<file path="config.mk">
export PLATFORM = sky130hd
export DESIGN_NAME = smbcfg_bank
export DESIGN_NICKNAME = d
export VERILOG_FILES = /design/src/rtl/smb_cfg_pkg.sv /design/src/rtl/smb_line_sync.sv /design/src/rtl/smb_regfile.sv /design/src/rtl/smb_engine.sv /design/src/rtl/smbcfg_bank.sv
export SDC_FILE = /design/constraint.sdc
export NUM_CORES = 1
export LEC_CHECK = 0
export CAP_MARGIN = 20
export CORE_ASPECT_RATIO = 1.5
export CORE_MARGIN = 2
export CORE_UTILIZATION = 56
export DETAILED_ROUTE_END_ITERATION = 6
export PLACE_DENSITY = 0.75
export SLEW_MARGIN = 20
export SYNTH_ARGS = -nofsm -noshare
export SYNTH_HDL_FRONTEND = slang
export SYNTH_SLANG_ARGS = --single-unit
</file>
<file path="constraint.sdc">
create_clock -name clk -period 6.9 [get_ports clk]
set_clock_uncertainty 0.2 [all_clocks]
set_input_delay 1.38 -clock clk [delete_from_list [all_inputs] [get_ports clk]]
set_output_delay 1.38 -clock clk [all_outputs]
set_load 0.05 [all_outputs]
</file>
<file path="src/rtl/smb_cfg_pkg.sv">
package smb_cfg_pkg;

  typedef enum logic [2:0] {
    PH_IDLE,
    PH_ADDR,
    PH_CMD,
    PH_COUNT,
    PH_WDATA,
    PH_RDATA,
    PH_SKIP
  } smb_phase_e;

  // Reset value of register idx; fs is the frequency strap seen during reset.
  function automatic logic [7:0] reg_reset_value(int idx, logic fs);
    case (idx)
      0:       return {3'b111, fs, fs, 1'b0, ~fs, 1'b1};
      1:       return 8'hFF;
      2:       return 8'hFF;
      default: return 8'h00;
    endcase
  endfunction

endpackage

</file>
<file path="src/rtl/smb_line_sync.sv">
module smb_line_sync #(
  parameter int STAGES = 2
) (
  input  logic clk,
  input  logic rst_n,
  input  logic scl_i,
  input  logic sda_i,
  output logic scl_s,
  output logic sda_s,
  output logic scl_rise,
  output logic scl_fall,
  output logic start_det,
  output logic stop_det
);
  logic [STAGES-1:0] scl_pipe, sda_pipe;
  logic scl_q, sda_q;

  always_ff @(posedge clk) begin
    if (!rst_n) begin
      scl_pipe <= '1;
      sda_pipe <= '1;
      scl_q    <= 1'b1;
      sda_q    <= 1'b1;
    end else begin
      scl_pipe <= {scl_pipe[STAGES-2:0], scl_i};
      sda_pipe <= {sda_pipe[STAGES-2:0], sda_i};
      scl_q    <= scl_pipe[STAGES-1];
      sda_q    <= sda_pipe[STAGES-1];
    end
  end

  assign scl_s     = scl_pipe[STAGES-1];
  assign sda_s     = sda_pipe[STAGES-1];
  assign scl_rise  = scl_s & ~scl_q;
  assign scl_fall  = ~scl_s & scl_q;
  assign start_det = scl_s & scl_q & sda_q & ~sda_s;
  assign stop_det  = scl_s & scl_q & ~sda_q & sda_s;
endmodule

</file>
<file path="src/rtl/smb_regfile.sv">
module smb_regfile import smb_cfg_pkg::*; #(
  parameter int NUM_REGS = 3
) (
  input  logic                  clk,
  input  logic                  rst_n,
  input  logic                  strap_fs,
  input  logic                  wr_en,
  input  logic [6:0]            wr_addr,
  input  logic [7:0]            wr_data,
  input  logic [6:0]            rd_addr,
  output logic [7:0]            rd_data,
  output logic [NUM_REGS*8-1:0] regs_flat
);
  logic [7:0] r_q [NUM_REGS];

  for (genvar g = 0; g < NUM_REGS; g++) begin : g_reg
    always_ff @(posedge clk) begin
      if (!rst_n)
        r_q[g] <= reg_reset_value(g, strap_fs);
      else if (wr_en && wr_addr == 7'(g))
        r_q[g] <= wr_data;
    end
    assign regs_flat[g*8 +: 8] = r_q[g];
  end

  // Offsets outside the bank read back as zero.
  always_comb begin
    rd_data = 8'h00;
    for (int i = 0; i < NUM_REGS; i++)
      if (rd_addr == 7'(i)) rd_data = r_q[i];
  end
endmodule

</file>
<file path="src/rtl/smb_engine.sv">
module smb_engine import smb_cfg_pkg::*; #(
  parameter logic [3:0] ADDR_HI  = 4'b1101,
  parameter int         NUM_REGS = 3
) (
  input  logic       clk,
  input  logic       rst_n,
  input  logic [2:0] strap_sa,
  input  logic       sda_s,
  input  logic       scl_rise,
  input  logic       scl_fall,
  input  logic       start_det,
  input  logic       stop_det,
  input  logic [7:0] rd_data,
  output logic [6:0] ptr,
  output logic       wr_en,
  output logic [6:0] wr_addr,
  output logic [7:0] wr_data,
  output logic       sda_low
);
  localparam logic [3:0] ACK_SLOT   = 4'd8;
  localparam logic [3:0] AFTER_ACK  = 4'd9;
  localparam logic [7:0] COUNT_BYTE = 8'(NUM_REGS);

  smb_phase_e phase, nxt;
  logic [3:0] bit_cnt;
  logic [7:0] shreg, txreg, remain, tx_byte;
  logic       blk, send_cnt;

  assign tx_byte = send_cnt ? COUNT_BYTE : rd_data;
  assign wr_data = shreg;

  always_ff @(posedge clk) begin
    if (!rst_n) begin
      phase <= PH_IDLE;  nxt <= PH_IDLE;  bit_cnt <= '0;
      shreg <= '0;  txreg <= '0;  remain <= '0;
      blk <= 1'b0;  send_cnt <= 1'b0;  ptr <= '0;
      wr_en <= 1'b0;  wr_addr <= '0;  sda_low <= 1'b0;
    end else begin
      wr_en <= 1'b0;
      if (start_det) begin
        phase <= PH_ADDR;  bit_cnt <= '0;  sda_low <= 1'b0;
      end else if (stop_det) begin
        phase <= PH_IDLE;  bit_cnt <= '0;  sda_low <= 1'b0;
      end else if (phase != PH_IDLE && phase != PH_SKIP) begin
        if (scl_rise) begin
          if (phase == PH_RDATA) begin
            if (bit_cnt < ACK_SLOT) bit_cnt <= bit_cnt + 4'd1;
            else if (sda_s)         phase <= PH_SKIP;   // host NACK
          end else if (bit_cnt < ACK_SLOT) begin
            shreg   <= {shreg[6:0], sda_s};
            bit_cnt <= bit_cnt + 4'd1;
          end
        end else if (scl_fall) begin
          if (bit_cnt == ACK_SLOT) begin
            bit_cnt <= AFTER_ACK;
            if (phase == PH_RDATA) sda_low <= 1'b0;
            else begin
              case (phase)
                PH_ADDR:
                  if (shreg[7:1] == {ADDR_HI, strap_sa}) begin
                    sda_low <= 1'b1;
                    if (shreg[0]) begin nxt <= PH_RDATA; send_cnt <= blk; end
                    else          nxt <= PH_CMD;
                  end else phase <= PH_SKIP;
                PH_CMD:
                  if (shreg == 8'h00) begin
                    sda_low <= 1'b1;  blk <= 1'b1;  ptr <= '0;
                    remain <= '0;  nxt <= PH_COUNT;
                  end else if (shreg[7]) begin
                    sda_low <= 1'b1;  blk <= 1'b0;  ptr <= shreg[6:0];
                    remain <= 8'd1;  nxt <= PH_WDATA;
                  end else phase <= PH_SKIP;
                PH_COUNT: begin
                  sda_low <= 1'b1;  remain <= shreg;  nxt <= PH_WDATA;
                end
                PH_WDATA:
                  if (remain != 8'd0) begin
                    sda_low <= 1'b1;  wr_en <= 1'b1;  wr_addr <= ptr;
                    ptr <= ptr + 7'd1;  remain <= remain - 8'd1;  nxt <= PH_WDATA;
                  end else phase <= PH_SKIP;
                default: phase <= PH_SKIP;
              endcase
            end
          end else if (bit_cnt == AFTER_ACK) begin
            bit_cnt <= '0;
            phase   <= nxt;
            sda_low <= 1'b0;
            if (nxt == PH_RDATA) begin
              txreg    <= tx_byte;
              sda_low  <= ~tx_byte[7];
              send_cnt <= 1'b0;
              if (!send_cnt) ptr <= ptr + 7'd1;
            end
          end else if (phase == PH_RDATA) begin
            sda_low <= ~txreg[3'd7 - bit_cnt[2:0]];
          end
        end
      end
    end
  end
endmodule

</file>
<file path="src/rtl/smbcfg_bank.sv">
module smbcfg_bank #(
  parameter logic [3:0] ADDR_HI     = 4'b1101,
  parameter int         SYNC_STAGES = 2
) (
  input  logic        clk,
  input  logic        rst_n,
  input  logic        scl_i,
  input  logic        sda_i,
  output logic        sda_drive_low_o,
  input  logic [2:0]  strap_sa_i,
  input  logic        strap_fs_i,
  output logic [11:0] out_en_o,
  output logic [3:0]  gear_sel_o,
  output logic        fs_latched_o,
  output logic        pair_one2one_o,
  output logic        ten_one2one_o,
  output logic        pll_mode_o,
  output logic        low_bw_o,
  output logic        pd_drive_o,
  output logic [1:0]  spare_o
);
  localparam int NUM_REGS = 3;

  logic scl_sync, sda_sync, scl_rise, scl_fall, start_det, stop_det;
  logic wr_en;
  logic [6:0] wr_addr, acc_ptr;
  logic [7:0] wr_data, rd_data;
  logic [NUM_REGS*8-1:0] regs_flat;

  smb_line_sync #(.STAGES(SYNC_STAGES)) u_sync (
    .clk(clk), .rst_n(rst_n), .scl_i(scl_i), .sda_i(sda_i),
    .scl_s(scl_sync), .sda_s(sda_sync), .scl_rise(scl_rise),
    .scl_fall(scl_fall), .start_det(start_det), .stop_det(stop_det)
  );

  smb_engine #(.ADDR_HI(ADDR_HI), .NUM_REGS(NUM_REGS)) u_engine (
    .clk(clk), .rst_n(rst_n), .strap_sa(strap_sa_i), .sda_s(sda_sync),
    .scl_rise(scl_rise), .scl_fall(scl_fall), .start_det(start_det),
    .stop_det(stop_det), .rd_data(rd_data), .ptr(acc_ptr), .wr_en(wr_en),
    .wr_addr(wr_addr), .wr_data(wr_data), .sda_low(sda_drive_low_o)
  );

  smb_regfile #(.NUM_REGS(NUM_REGS)) u_regs (
    .clk(clk), .rst_n(rst_n), .strap_fs(strap_fs_i), .wr_en(wr_en),
    .wr_addr(wr_addr), .wr_data(wr_data), .rd_addr(acc_ptr),
    .rd_data(rd_data), .regs_flat(regs_flat)
  );

  assign out_en_o       = {regs_flat[19:16], regs_flat[15:8]};
  assign gear_sel_o     = regs_flat[3:0];
  assign fs_latched_o   = regs_flat[4];
  assign pair_one2one_o = regs_flat[6];
  assign ten_one2one_o  = regs_flat[7];
  assign pll_mode_o     = regs_flat[21];
  assign low_bw_o       = regs_flat[22];
  assign pd_drive_o     = regs_flat[23];
  assign spare_o        = {regs_flat[20], regs_flat[5]};
endmodule

</file>
### Yosys cells after proc, flatten, opt, wreduce, memory -nomap -nowiden

Memory sizes are Yosys's and may differ from the RTL's.
Cells that the tools add are included.

* register bits: 58
* memories: 1
* bits of input ports: 8
* memory bits (writable): 24
* logic and storage cells: 213

* $add $sub $neg: 4
* equal/unequal tests: 48
* bitwise logic cells: 26
* mux-type cells: 81
* order comparisons: 2
* reductions and logical operators: 34

Memories
* u_regs.r_q: words 3, bits a word 8, rd ports 3, clocked after Yosys merged registers in 0, write ports 3, line smb_regfile.sv:14 `logic [7:0] r_q [NUM_REGS];`

Operators by type and width (count)
* two-way mux 8 bit: 12
* two-way mux 7 bit: 8
* two-way mux 3 bit: 17
* AND reduction 12 bit: 3
* two-way mux 1 bit: 33
* != test 6 bit, second input constant: 5
* != test 4 bit, second input constant: 7
* case mux 3 bit (4 select lines): 2
* case mux 8 bit (3 select lines): 1
* AND reduction 11 bit: 2
* two-way mux 4 bit: 5
* AND reduction 9 bit: 2
* NOT 1 bit: 16
* AND reduction 8 bit: 2
* != test 3 bit, second input constant: 5
* nonzero test 3 bit: 5
* == test 7 x 1 -> 1 bit, second input constant: 2
* == test 7 x 2 -> 1 bit, second input constant: 2
* zero test 7 bit: 2
* case mux 7 bit (2 select lines): 1
* != test 2 x 1 -> 1 bit, second input constant: 6
* != test 2 bit, second input constant: 5
* != test 5 bit, second input constant: 2
* AND reduction 10 bit: 1
* other kinds (29): 49

### Depth between registers and ports, before layout

* depth in word-level cells: 10
* gate-level depth with buffers: 9

### Cells and area by module

A second synthesis with hierarchy kept.

* cell total of the unflattened synthesis: 498
* area, all modules: 4573.1 sq um

Modules (own cells, without submodules)
* smb_engine: seq. area each 1041.0 sq um, cells each 380, times used 1, area an instance 3174.3 sq um
* smb_regfile: seq. area each 720.7 sq um, cells each 102, times used 1, area an instance 1208.7 sq um
* smb_line_sync: seq. area each 120.1 sq um, cells each 16, times used 1, area an instance 190.2 sq um

### Worst setup path before layout

OpenSTA, ideal clock, no wires.

* path type: in2reg
* start: input rst_n
* end: memory u_regs.r_q[0][6], data pin
* slack: 4.112 ns
* data arrival time: 2.326 ns
* stages: 4
* library setup time: 0.262 ns
* data required time: 6.438 ns
* path through: inv_1 > or4_1 > clkbuf_1 > or2_2

RTL lines
* from (decl): line smbcfg_bank.sv:6 `input logic rst_n,`
* to (decl): line smb_regfile.sv:14

==> summary.txt <==
Status
  • Outcome: finished, final reports clean

Floorplan
  • Row Count: 40
  • Starting density of the core: 0.573
  • Die Width: between 70 and 80 um
  • Die area: slightly below 9000 um2
  • Die Height: 115 um
  • Core Footprint: between 8000 and 9000 um2
  • I/O pin total: 33

Synthesis
  • EDFF count, synth: 24
  • Most used flip-flop cell after synthesis: dfxtp_1
  • Top post-synthesis cells by area: dfxtp_1, edfxtp_1, mux2i_1
  • Area share of the largest cell type after synthesis: 0.253
  • Synthesized cell area: approximately 4600 um2
  • Share of the yosys chip area belonging to registers: 0.410
  • Mapped Cells: approximately 500
  • Mapped Nets: slightly above 500
  • Async S/R FF share, synth: 0
  • Ys Warns: 0
  • Flops & latches, synth: between 80 and 90
  • Post-synth top area cell: dfxtp_1
  • Avg Cell Area, Syn: around 9.3 um2
  • Synth cell types: 75

STA
  • Tmin final: slightly below 4000 ps
  • Setup TNS: 0 ps
  • Slew Viols, Final: 0
  • Post-route clock period utilization: 0.559
  • Final-report setup violation count: 0
  • Worst-Margin Slew: between 800 and 900 ps
  • Maximum achievable frequency: between 0.2 and 0.3 GHz
  • Final Hold Viols: 0
  • Headroom to the max-slew limit: 0.462
  • RSZ-0062 raised after global routing: no
  • WHS: roughly 220 ps

Power and ir drop
  • Max IR drop VDD: roughly 0.00012 V
  • P_leak: 1.80 nW
  • Power per cell area: slightly below 200 nW/um2

Placement
  • Final HPWL DP: around 8100 um
  • Placed cell count: 602
  • Port bufs: 32
  • Area post-placement: around 4900 um2
  • GPL Wtd Cong: approximately 0.9

Routing
  • Vias: between 3000 and 4000
  • Drt first pass iters: 5
  • Initial drt markers: 285
  • Final wirelength: around 11000 um
  • Post-DRT Antenna Nets: 0
  • Per-cell routed wire length: around 19 um
  • Vias per std cell: roughly 6.4
  • DRC Markers: 0

CTS
  • CTS Root Cell: clkbuf_16
  • Clock sink total: 82
  • H-tree level count: 3
  • Num CTS Buffers: 9
  • CTS tree: built
  • Cts hold-fix bufs: 0
  • Post_cts resized: 0
  • CTS max path bufs: 2
  • Latest clock arrival within the worst-skew pair: between 300 and 400 ps
  • CTS clk-pin slew, worst paths: about 70 ps
  • Number of setup buffers added after CTS: 0

Min path
  • Hold Path Depth: 1
  • Hold Crit Class: reg -> reg

Cells and area
  • Filler Cell Count: 694
  • Layout cell share with drive strength beyond 1: 0.115
  • Inserted Diodes: 0
  • Design Area, Final: just over 5000 um2
  • Fin nets: about 530
  • Cell Count, Final, Fillers Out: just over 600
  • Synth-to-layout area growth: 12.9%

Setup path
  • R2R depth: 5
  • CP Data Required Time: about 7000 ps
  • Crit-path max FO: ~40
  • WP data arrival: approximately 3800 ps
  • CP peak stage delay: a little under 1000 ps
  • Cell depth of the worst setup path: 5
  • Worst setup SP type: input port
  • CP Class: in -> reg
  • CP max-delay cell: clkdlybuf4s50_1
  • CP top delay family: buffers and inverters
  • Bufs and invs on worst path: 3
  • CP cell instances: clkdlybuf4s50_1 -> inv_1 -> buf_4 -> or4_1 -> or2_2
  • Critical Path End Type: flop

Job
  • Max cap viols: 0

Global route
  • First-pass GRT wire length: approximately 19000 um
  • Initial antenna violation count: 0
  • Largest net degree at the start of global routing: 42
  • Gr usage total: 0.266
  • Vias in the first global route: 3822
  • GRT overflow: 0
==> registers in the layout, summed over array words and instances, names as in the netlist, 2 cells and up <==
register	cells
u_regs.r_q	24
u_engine.txreg	8
u_engine.ptr	7
u_sync.sda_pipe	2
u_engine.wr_data	8
u_engine.nxt	3
u_engine.remain	8
u_engine.bit_cnt	4
u_sync.scl_pipe	2
u_engine.phase	3
u_engine.wr_addr	7
==> metal layers <==
metal  track usage  part of all wire  wire length, um  vias up
met5             0                 0                0        -
met4         0.113             0.025              289        0
met3        0.0432             0.050              578       25
met2         0.453              0.50             5770      136
met1         0.335              0.42             4820     1898
li1              -                 -                -     1881
==> power breakdown <==
group	internal [mW]	switching [mW]	total, mW
Sequential	0.498	0.00274	0.501
Clock	0.249	0.209	0.457
Combinational	0.0132	0.0253	0.0384
Total	0.760	0.237	0.997
==> stage by stage <==
step           power (mW)   util  worst slack, ps
3_3_place_gp        0.549  0.612             2750
5_1_grt              1.02  0.648             2910
4_1_cts              1.00  0.647             3060
2_1_floorplan       0.536      -             4110
3_5_place_dp        0.550  0.612             2720
6_report            0.997  0.648             3040
==> placed cells by master, fill, tap and decap left out, types with 4 or more instances in the layout <==
master            n
or2_2            12
nor4_1            6
o31ai_1          15
mux2i_1          20
ha_1             10
o221a_2           4
nor3b_1           4
a21oi_1          31
or4_1             4
o21ai_0          18
nor2_1           42
inv_6             4
buf_4             4
nor2b_1           6
inv_1            18
dfxtp_1          58
clkbuf_16         9
edfxtp_1         24
xnor2_1           4
clkdlybuf4s50_1  32
a22oi_1          10
a22o_1           10
nand3_1          25
nand2b_1         11
nor3_1            7
nand2_1          31
xor2_1            4
and3_1            6
nand4_1          12
==> path summary, 6_finish.rpt <==
kind	slack, ps	endpoint	startpoint
worst max register to register	3980	u_engine.ptr[6]	u_engine.phase[0]
worst max-delay path	3040	u_regs.r_q[0][5]	rst_n
worst min register to register	220	u_sync.scl_pipe[1]	u_sync.scl_pipe[0]
worst min-delay path	220	u_sync.scl_pipe[1]	u_sync.scl_pipe[0]
==> worst reg2reg max path, cell delays in order, from the launching register on <==
cell and delay, ps:
dfxtp_1 730, inv_1 290, a221oi_1 630, nand3_1 390, o41ai_1 440, a21oi_1 100
==> kinds of logic after synthesis <==
group / share of synthesized area
simple gates: 0.230
compound gates: 0.201
flops: 0.410
buf+inv: 0.0542
mux: 0.0624
fa+ha+maj: 0.0273
xor+xnor: 0.0153
==> cell type report <==
class / count / area (um2) / area share
multi-input cells: 361 / 2470 / 0.477
flip-flops and latches: 82 / 1880 / 0.363
repair buffers: 36 / 350 / 0.0676
clock buffers: 9 / 225 / 0.0434
well taps: 105 / 131 / 0.0253
inverters: 18 / 67.6 / 0.0130
clock inverters: 7 / 57.6 / 0.0111
==> synth_stat cells, types with 3 or more instances <==
library cell	count
nor2_1	42
a31oi_1	3
buf_2	9
nor3b_1	4
o31ai_1	16
clkbuf_1	16
a22oi_1	10
xor2_1	4
nor2b_1	6
nand3_1	25
a311oi_1	3
xnor2_1	4
nand3b_1	3
or2_2	12
a21oi_1	31
buf_6	3
and3b_1	3
and3_1	6
nand2_1	31
nor4_1	6
nor3_1	7
mux2_2	3
nand4_1	12
nand2b_1	11
o2111ai_1	3
dfxtp_1	58
o221a_2	4
a22o_1	10
inv_1	18
mux2i_1	20
or4_1	4
a21o_1	3
edfxtp_1	24
o21ai_0	18
a211oi_1	3
ha_1	10
Note: power is estimated with default switching activity, not from simulation.
